$ cat src/rtl/cf_sig_monitor.sv
module cf_sig_monitor #(
  parameter int unsigned     SIG_W    = 8,
  parameter logic [SIG_W-1:0] INIT_SIG = '0
) (
  input  logic             clk,
  input  logic             rst_n,
  input  logic             load_en,
  input  logic [SIG_W-1:0] load_sig,
  input  logic             enter,
  input  logic [SIG_W-1:0] diff_const,
  input  logic [SIG_W-1:0] block_sig,
  input  logic             err_clr,
  output logic             err_flag,
  output logic             restart,
  output logic [SIG_W-1:0] cur_sig
);

  logic [SIG_W-1:0] sig_q;
  logic             err_q;
  logic             rst_req_q;
  logic [SIG_W-1:0] next_sig;
  logic             check_en;
  logic             miss;

  assign next_sig = sig_q ^ diff_const;
  assign check_en = enter & ~load_en;
  assign miss     = check_en & (next_sig != block_sig);

  always_ff @(posedge clk or negedge rst_n) begin
    if (!rst_n) begin
      sig_q     <= INIT_SIG;
      err_q     <= 1'b0;
      rst_req_q <= 1'b0;
    end else begin
      if (load_en)
        sig_q <= load_sig;
      else if (enter)
        sig_q <= next_sig;

      if (miss)
        err_q <= 1'b1;
      else if (err_clr)
        err_q <= 1'b0;

      rst_req_q <= miss & ~err_q;
    end
  end

  assign cur_sig  = sig_q;
  assign err_flag = err_q;
  assign restart  = rst_req_q;

endmodule

$ cat config.mk
export PLATFORM = sky130hd
export DESIGN_NAME = cf_sig_monitor
export DESIGN_NICKNAME = d
export VERILOG_FILES = /design/src/rtl/cf_sig_monitor.sv
export SDC_FILE = /design/constraint.sdc
export NUM_CORES = 1
export LEC_CHECK = 0
export BUFFER_PORTS_ARGS = -buffer_cell sky130_fd_sc_hd__buf_2
export CORE_UTILIZATION = 37
export DETAILED_ROUTE_END_ITERATION = 12
export MAX_ROUTING_LAYER = met4
export PLACE_DENSITY = 0.73
export SLEW_MARGIN = 40
export SYNTH_ARGS = -nofsm -noshare
export SYNTH_HDL_FRONTEND = slang
export SYNTH_SLANG_ARGS = --single-unit
export TNS_END_PERCENT = 10
$ cat constraint.sdc
create_clock -name clk -period 1.3 [get_ports clk]
set_input_delay 0.195 -clock clk [delete_from_list [all_inputs] [get_ports clk]]
set_output_delay 0.195 -clock clk [all_outputs]
set_load 0.05 [all_outputs]
==> flow_metrics.env, run 1 <==
export IMPL_p_int_mw=0.695
export IMPL_critical_path_class="reg2reg"
export IMPL_cts_buffers_inserted=3
export IMPL_synth_xor_area_frac=0.382
export IMPL_dieHeight_microns=43.9
export IMPL_core_sq_um=1580
export IMPL_place_ws_ns=0.0131
export IMPL_status="complete, no violations"
export IMPL_synth_area_per_cell_sq_um=10.6
export IMPL_dr_first_iter_drc_count=7
export IMPL_fill_cells=153
export IMPL_holdCritPathClass="in2reg"
export IMPL_finalCritPeriodShare=0.943
export IMPL_grt_pass1_vias=568
export IMPL_rows=14
export IMPL_antenna_left=0
export IMPL_path_clk_slew_ns=0.07
export IMPL_leakagePower_nw=0.489
export IMPL_routed_wl_microns=1350
export IMPL_drive_gt1_frac=0.520
export IMPL_combPwrFrac=0.377
export IMPL_detailed_place_hpwl_microns=1090
export IMPL_synth_compound_area_frac=0.0713
export IMPL_utilization=0.581
export IMPL_power_density_nw_per_um2=1170
export IMPL_grt_max_degree=18
export IMPL_maxCapViolCount=0
export IMPL_insertion_delay_ns=0.26
export IMPL_worstMarginPinSlew_ns=0.246
export IMPL_synth_nets=90
export IMPL_timing_final_ws_setup_ns=0.0736
export IMPL_grt_ovfl_total=0
export IMPL_avgRoutedWirePerCell_microns=11.4
export IMPL_hold_viol_final=0
export IMPL_synth_top_family_by_area="XOR/XNOR gates"
export IMPL_p_sw_mw=0.375
export IMPL_firstDrtPassIters=5
export IMPL_critical_path_arrival_ns=1.37
export IMPL_grt_pass1_wl_microns=2330
export IMPL_cp_max_fo=3
export IMPL_setup_viol=0
export IMPL_grt_setup_unrepaired="yes"
export IMPL_antenna_found_initial=0
export IMPL_finalCriticalPeriod_ns=1.23
export IMPL_antenna_cells=0
export IMPL_clkPwrFrac=0.260
export IMPL_syn2layout_area_growth_pct=41.0
export IMPL_drc=0
export IMPL_vias=571
export IMPL_fp_dieW_microns=43.9
export IMPL_multi_input_area_sq_um=395
export IMPL_seq_area_sq_um=260
export IMPL_cts_sink_count=10
export IMPL_cts_max_path_buffers=2
export IMPL_ys_seq_area_frac=0.385
export IMPL_yosys_top_cells_area="dfrtp_1 (39%), xnor3_1 (21%), xor2_1 (11%)"
export IMPL_cts_tree="yes"
export IMPL_relSlewSlack=0.835
export IMPL_io_pins=39
export IMPL_pwr_share_seq=0.363
export IMPL_p_total_mw=1.07
export IMPL_synth_top_area_cell="dfrtp_1"
export IMPL_ys_ff_latch=10
export IMPL_crit_path_end_kind="register"
export IMPL_cts_setup_buffers=0
export IMPL_switching_share=0.350
export IMPL_setup_tns_ns=0
export IMPL_yosysWarnings=0
export IMPL_yosys_area_share_simple=0.145
export IMPL_finClkSkew_ns=0.00175
export IMPL_rr_worst_depth=4
export IMPL_min_path_cells=2
export IMPL_start_util=0.412
export IMPL_netlist_instances=61
export IMPL_root_buffer="clkbuf_4"
export IMPL_final_nets=132
export IMPL_slew_viol_final=0
export IMPL_syn_area_sq_um=649
export IMPL_via_per_inst=4.84
export IMPL_synthMuxAreaShare=0
export IMPL_die_area_sq_um=1930
export IMPL_fmax_mhz=815
export IMPL_synthAdderAreaFrac=0
export IMPL_synth_distinct_cells=14
export IMPL_grt_use_total=0.174
export IMPL_portBuffers=38
export IMPL_htreeDepth=1
export IMPL_finalWeightedCongestion=0.786
export IMPL_critPathRequiredTime_ns=1.44
export IMPL_ir_drop_mv=0.893
export IMPL_startpoint_type="register"
export IMPL_yosysTopAreaCellShare=0.385
-- placed cells by master (no fill, tap or decap) --
cell type,n
dfrtp_1,2
xnor2_2,2
o21ai_0,8
nand4_1,1
clkbuf_8,1
xor2_1,8
nand2_1,17
dfrtp_2,8
nor4_2,1
dlygate4sd3_1,1
clkbuf_4,3
nor3_1,1
nand2b_1,1
o22ai_1,1
inv_1,1
xnor2_1,2
buf_2,38
xnor3_1,6
-- repair_timing --
| item | CTS | global route |
|---|---|---|
| gates resized for setup | 0 | 0 |
| hold endpoints to repair | 10 | 0 |
| setup endpoints to repair | 0 | 2 |
| hold buffers | 1 | 0 |
-- kinds of logic after synthesis --
group | Yosys count
buffers and inverters | 3
AO/OA/AOI/OAI | 9
AND/OR/NAND/NOR | 21
XOR/XNOR | 18
flip-flops | 10
-- power groups by stage --
stage / sequential (mW) / clock [mW] / combinational, mW
floorplan: 0.517 / 0 / 0.165
global placement: 0.392 / 0 / 0.400
detailed placement: 0.395 / 0 / 0.404
CTS: 0.388 / 0.300 / 0.409
global route: 0.395 / 0.302 / 0.434
finish: 0.388 / 0.278 / 0.403
-- sequential cells by signal, summed over array words and instances (netlist names) --
| name | count |
|---|---|
| cur_sig | 8 |
| err_flag | 1 |
| restart | 1 |
-- layer usage --
layer | up-vias | part of all wire | GRT usage
li1 | 286 | - | -
met1 | 257 | 0.42 | 0.187
met2 | 26 | 0.51 | 0.299
met3 | 2 | 0.064 | 0.0625
met4 | 0 | 0.0037 | 0.0545
met5 | - | 0 | -
-- synthesized netlist by cell type --
| cell | instances |
|---|---|
| o22ai_1 | 1 |
| o21ai_0 | 8 |
| xnor2_2 | 1 |
| xnor3_1 | 6 |
| nand4_1 | 1 |
| nor4_2 | 1 |
| nand2_1 | 17 |
| clkbuf_1 | 2 |
| xnor2_1 | 3 |
| nor3_1 | 1 |
| nand2b_1 | 1 |
| xor2_1 | 8 |
| inv_1 | 1 |
| dfrtp_1 | 10 |
-- path summary, 6_finish.rpt --
path	slack, ns	end	from
setup reg to reg	0.07	err_flag	cur_sig[5]
min in group asynchronous	0.33	restart	rst_n
setup / recovery	0.07	err_flag	cur_sig[5]
hold reg to reg	0.46	restart	err_flag
hold / removal	0.11	err_flag	err_clr
max in group asynchronous	0.77	cur_sig[3]	rst_n
-- per-stage QoR --
step / hold slack (ns) / cells / cell area [sq um]
5_1_grt: 0.103 / 118 / 916
6_report: 0.105 / 118 / 916
3_3_place_gp: 0.0685 / 113 / 870
3_5_place_dp: 0.0724 / 113 / 870
2_1_floorplan: -0.101 / 61 / 667
4_1_cts: 0.0954 / 118 / 916
-- worst max-delay path, stage by stage, from the launching register on --
cell and delay, ns:
dfrtp_2 0.42, xnor3_1 0.21, nand2_1 0.08, nor4_2 0.31
o22ai_1 0.10
-- area by class of cell --
| class | count | share of cell area |
|---|---|---|
| timing repair buffer | 39 | 0.219 |
| inverter | 1 | 0.00410 |
| tap | 16 | 0.0219 |
| multi-input combinational | 48 | 0.432 |
| clock buffer | 4 | 0.0396 |
| sequential | 10 | 0.284 |
(Power assumes the default switching activity.)
==> run 2, diff against run 1 <==
CELL_PAD_IN_SITES_DETAIL_PLACEMENT = 2   (was default)
CELL_PAD_IN_SITES_GLOBAL_PLACEMENT = 2   (was default)
CORE_UTILIZATION = 21   (was 37)
PLACE_DENSITY = default   (was 0.73)
PLACE_DENSITY_LB_ADDON = 0.1   (was default)
==> flow_metrics.env, run 2 (synthesis results as in run 1) <==
export IMPL_finClkSkew_ns=0.00379
export IMPL_grt_ovfl_total=0
export IMPL_finalCritPeriodShare=0.970
export IMPL_largest_register_ffs=8
export IMPL_relSlewSlack=0.811
export IMPL_cts_tree="yes"
export IMPL_critical_path_arrival_ns=1.41
export IMPL_holdCritPathClass="in2reg"
export IMPL_hold_viol_final=0
export IMPL_utilization=0.328
export IMPL_maxCapViolCount=0
export IMPL_avgRoutedWirePerCell_microns=12.9
export IMPL_grt_pass1_wl_microns=2860
export IMPL_fp_dieW_microns=57.6
export IMPL_critPathRequiredTime_ns=1.44
export IMPL_vias=581
export IMPL_cts_max_path_buffers=2
export IMPL_detailed_place_hpwl_microns=1400
export IMPL_insertion_delay_ns=0.27
export IMPL_combPwrFrac=0.375
export IMPL_start_util=0.228
export IMPL_pwr_share_seq=0.358
export IMPL_dieHeight_microns=57.6
export IMPL_p_total_mw=1.09
export IMPL_wl_met3_microns=135
export IMPL_fmax_mhz=793
export IMPL_cts_sink_count=10
export IMPL_slew_viol_final=0
export IMPL_drc=3
export IMPL_cp_max_fo=3
export IMPL_m1WireLength_microns=745
export IMPL_placedInstanceArea_sq_um=888
export IMPL_leakagePower_nw=0.489
export IMPL_final_cell_mix="buf_2 (38), nand2_1 (17), xor2_1 (8), o21ai_0 (8), dfrtp_2 (8)"
export IMPL_final_nets=132
export IMPL_finalCriticalPeriod_ns=1.26
export IMPL_route_met2_wl_microns=825
export IMPL_io_pins=39
export IMPL_antenna_left=0
export IMPL_root_buffer="clkbuf_4"
export IMPL_switching_share=0.361
export IMPL_p_sw_mw=0.392
export IMPL_final_common_cell="buf_2"
export IMPL_setup_viol=0
export IMPL_drive_gt1_frac=0.520
export IMPL_cts_buffers_inserted=3
export IMPL_crit_path_end_kind="register"
export IMPL_grt_max_degree=18
export IMPL_ir_drop_mv=0.323
export IMPL_top_layer_used="met4"
export IMPL_startpoint_type="register"
export IMPL_clkPwrFrac=0.267
export IMPL_htreeDepth=1
export IMPL_routed_wl_microns=1720
export IMPL_core_sq_um=2850
export IMPL_grt_pass1_vias=625
export IMPL_dr_first_iter_drc_count=16
export IMPL_worstMarginPinSlew_ns=0.283
export IMPL_firstDrtPassIters=7
export IMPL_cts_setup_buffers=0
export IMPL_rows=19
export IMPL_portBuffers=38
export IMPL_syn2layout_area_growth_pct=43.9
export IMPL_power_density_nw_per_um2=1160
export IMPL_critical_path_class="reg2reg"
export IMPL_antenna_found_initial=0
export IMPL_antenna_cells=0
export IMPL_status="finished, violations left"
export IMPL_die_area_sq_um=3320
export IMPL_fin_area_sq_um=935
export IMPL_p_int_mw=0.694
export IMPL_via_per_inst=4.37
export IMPL_failed_checks="design-rule violations"
export IMPL_path_clk_slew_ns=0.07
export IMPL_grt_setup_unrepaired="yes"
export IMPL_grt_use_total=0.123
export IMPL_finalWeightedCongestion=0.679
==> run 2: cell counts in the layout (fill, tap and decap cells not counted) <==
Identical to the previous run, type by type.
==> run 2: area by class of cell <==
type	instances	area (sq um)
inverter	1	3.75
multi-input combinational	48	395
sequential	10	260
clock buffer	4	36.3
tap	31	38.8
timing repair buffer	39	200
fill	329	1920
==> run 2: power groups by stage <==
stage | clock network (mW) | registers [mW] | logic [mW]
finish | 0.290 | 0.389 | 0.407
global route | 0.318 | 0.396 | 0.442
CTS | 0.313 | 0.391 | 0.417
detailed placement | 0 | 0.397 | 0.413
global placement | 0 | 0.394 | 0.407
floorplan | 0 | 0.517 | 0.165
==> run 2: worst max-delay path, cell delays in order (launching register included) <==
cell	delay, ns
dfrtp_2	0.43
xnor3_1	0.30
nand4_1	0.11
nor4_2	0.19
o22ai_1	0.10
==> run 2: final timing paths <==
check	start	end	slack [ns]	cells past startpoint
min reg2reg	err_flag	restart	0.47	1
max in group asynchronous	rst_n	cur_sig[4]	0.75	2
min in group asynchronous	rst_n	cur_sig[3]	0.32	2
min	err_clr	err_flag	0.11	2
max	cur_sig[3]	err_flag	0.04	4
max reg2reg	cur_sig[3]	err_flag	0.04	4
==> run 2: metrics by stage <==
step	setup TNS, ns	hold WS [ns]	setup WS, ns	std cells
3_3_place_gp	0	0.0821	0.0304	128
3_5_place_dp	0	0.0824	0.00406	128
5_1_grt	-0.0294	0.111	-0.0294	133
2_1_floorplan	-0.0461	-0.101	-0.0252	61
6_report	0	0.109	0.0387	133
4_1_cts	0	0.0912	0.0202	133
==> run 2: repair_timing <==
action	CTS	global route
gates resized for setup	0	0
hold buffers	1	0
endpoints found under the setup margin	0	2
endpoints found under the hold margin	10	0
==> run 2: metal layers <==
layer  vias to the layer above  track usage
met5                         -            -
met4                         0       0.0627
met3                         2       0.0290
met2                        22        0.193
met1                       273        0.148
li1                        284            -
==> run 3, diff against run 2 <==
CTS_CLUSTER_DIAMETER = 40   (was default)
RECOVER_POWER = 50   (was default)
==> flow_metrics.env, run 3 (synthesis results as in run 1) <==
export IMPL_core_sq_um=2850
export IMPL_setup_viol=0
export IMPL_crit_path_end_kind="register"
export IMPL_final_common_cell="buf_2"
export IMPL_ir_drop_mv=0.323
export IMPL_path_cells="xnor3_1, nand4_1, nor4_2, o22ai_1"
export IMPL_r2r_start="cur_sig[3]"
export IMPL_cp_max_fo=3
export IMPL_worstSetupStartpoint="cur_sig[3]"
export IMPL_cts_max_path_buffers=2
export IMPL_max_stage_delay_ns=0.43
export IMPL_r2r_slack_ns=0.04
export IMPL_via_per_inst=4.37
export IMPL_root_buffer="clkbuf_4"
export IMPL_final_nets=132
export IMPL_vias=581
export IMPL_critical_path_class="reg2reg"
export IMPL_timing_final_ws_setup_ns=0.0389
export IMPL_routed_wl_microns=1720
export IMPL_power_density_nw_per_um2=1160
export IMPL_grt_max_degree=18
export IMPL_antenna_cells=0
export IMPL_htreeDepth=1
export IMPL_antenna_found_initial=0
export IMPL_cts_sink_count=10
export IMPL_dr_first_iter_drc_count=16
export IMPL_relSlewSlack=0.594
export IMPL_place_ws_ns=0.00406
export IMPL_fp_dieW_microns=57.6
export IMPL_slew_viol_final=0
export IMPL_dieHeight_microns=57.6
export IMPL_start_util=0.228
export IMPL_placedCellCount=128
export IMPL_finalWeightedCongestion=0.679
export IMPL_crit_family="flip-flops"
export IMPL_grt_pass1_wl_microns=2860
export IMPL_grt_ovfl_total=0
export IMPL_fin_area_sq_um=933
export IMPL_hold_viol_final=0
export IMPL_cts_setup_buffers=0
export IMPL_path_clk_slew_ns=0.07
export IMPL_placedInstanceArea_sq_um=888
export IMPL_io_pins=39
export IMPL_grt_setup_unrepaired="yes"
export IMPL_portBuffers=38
export IMPL_crit_buf_inv=0
export IMPL_finalCritPeriodShare=0.970
export IMPL_critPathRequiredTime_ns=1.44
export IMPL_insertion_delay_ns=0.27
export IMPL_die_area_sq_um=3320
export IMPL_critical_path_arrival_ns=1.41
export IMPL_final_cell_mix="buf_2 (37), nand2_1 (17), xor2_1 (8), o21ai_0 (8), dfrtp_2 (8)"
export IMPL_finalCriticalPeriod_ns=1.26
export IMPL_rows=19
export IMPL_detailed_place_hpwl_microns=1400
export IMPL_grt_use_total=0.123
export IMPL_failed_checks="design-rule violations"
export IMPL_syn2layout_area_growth_pct=43.7
export IMPL_antenna_left=0
export IMPL_largest_register_ffs=8
export IMPL_firstDrtPassIters=7
export IMPL_leakagePower_nw=0.486
export IMPL_worstMarginPinSlew_ns=0.609
export IMPL_finClkSkew_ns=0.00379
export IMPL_status="finished, violations left"
export IMPL_utilization=0.327
export IMPL_drc=3
export IMPL_cts_buffers_inserted=3
export IMPL_r2r_end="err_flag"
export IMPL_cts_tree="yes"
export IMPL_final_cells=133
export IMPL_fmax_mhz=793
export IMPL_holdCritPathClass="in2reg"
export IMPL_drive_gt1_frac=0.510
export IMPL_worstSetupEndpoint="err_flag"
export IMPL_startpoint_type="register"
export IMPL_avgRoutedWirePerCell_microns=12.9
export IMPL_rr_worst_depth=4
export IMPL_maxCapViolCount=0
export IMPL_grt_pass1_vias=625
export IMPL_path_depth=4
export IMPL_crit_slowest_cell="dfrtp_2"
-- run 3: cell count changes in the layout (fill, tap and decap cells not counted) --
| cell | before | now |
|---|---|---|
| buf_2 | 38 | 37 |
| clkbuf_1 | 0 | 1 |
-- run 3: stage by stage --
step / hold slack [ns] / TNS [ns] / total power, mW
floorplan: -0.101 / -0.0461 / 0.682
global placement: 0.0821 / 0 / 0.801
detailed placement: 0.0824 / 0 / 0.810
CTS: 0.0912 / 0 / 1.12
global route: 0.111 / -0.0294 / 1.16
finish: 0.109 / 0 / 1.09
-- run 3: layer usage --
layer  global-route usage  share of wire  vias up
met4               0.0627         0.0070        0
li1                     -              -      284
met5                    -              0        -
met1                0.148           0.43      273
met2                0.193           0.48       22
met3               0.0290          0.079        2
-- run 3: repair_timing --
item / CTS / global route
hold endpoints to repair: 10 / 0
hold buffers: 1 / 0
setup endpoints to repair: 0 / 2
resized for setup: 0 / 0
-- run 3: area by class of cell --
cell class	instances	area, sq um
Inverter	1	3.75
Clock buffer	4	36.3
Timing Repair Buffer	39	199
Sequential cell	10	260
Multi-Input combinational cell	48	395
Tap cell	31	38.8
Fill cell	329	1920
-- run 3: worst min path at each step --
stage	startpoint	to	slack, ns	cells after the start
floorplan	rst_n	cur_sig[0]	-0.10	0
global placement	rst_n	cur_sig[3]	0.08	1
detailed placement	rst_n	cur_sig[3]	0.08	1
CTS	err_clr	err_flag	0.09	2
global route	err_clr	err_flag	0.11	2
finish	err_clr	err_flag	0.11	2
-- run 3: worst reg2reg max path: stages, from the launching register on --
cell and delay [ns]:
dfrtp_2 0.43, xnor3_1 0.30, nand4_1 0.11, nor4_2 0.19
o22ai_1 0.10
-- run 3: power breakdown --
| part | switching (mW) | internal, mW |
|---|---|---|
| Clock | 0.120 | 0.170 |
| Combinational | 0.234 | 0.172 |
| Sequential | 0.0379 | 0.352 |
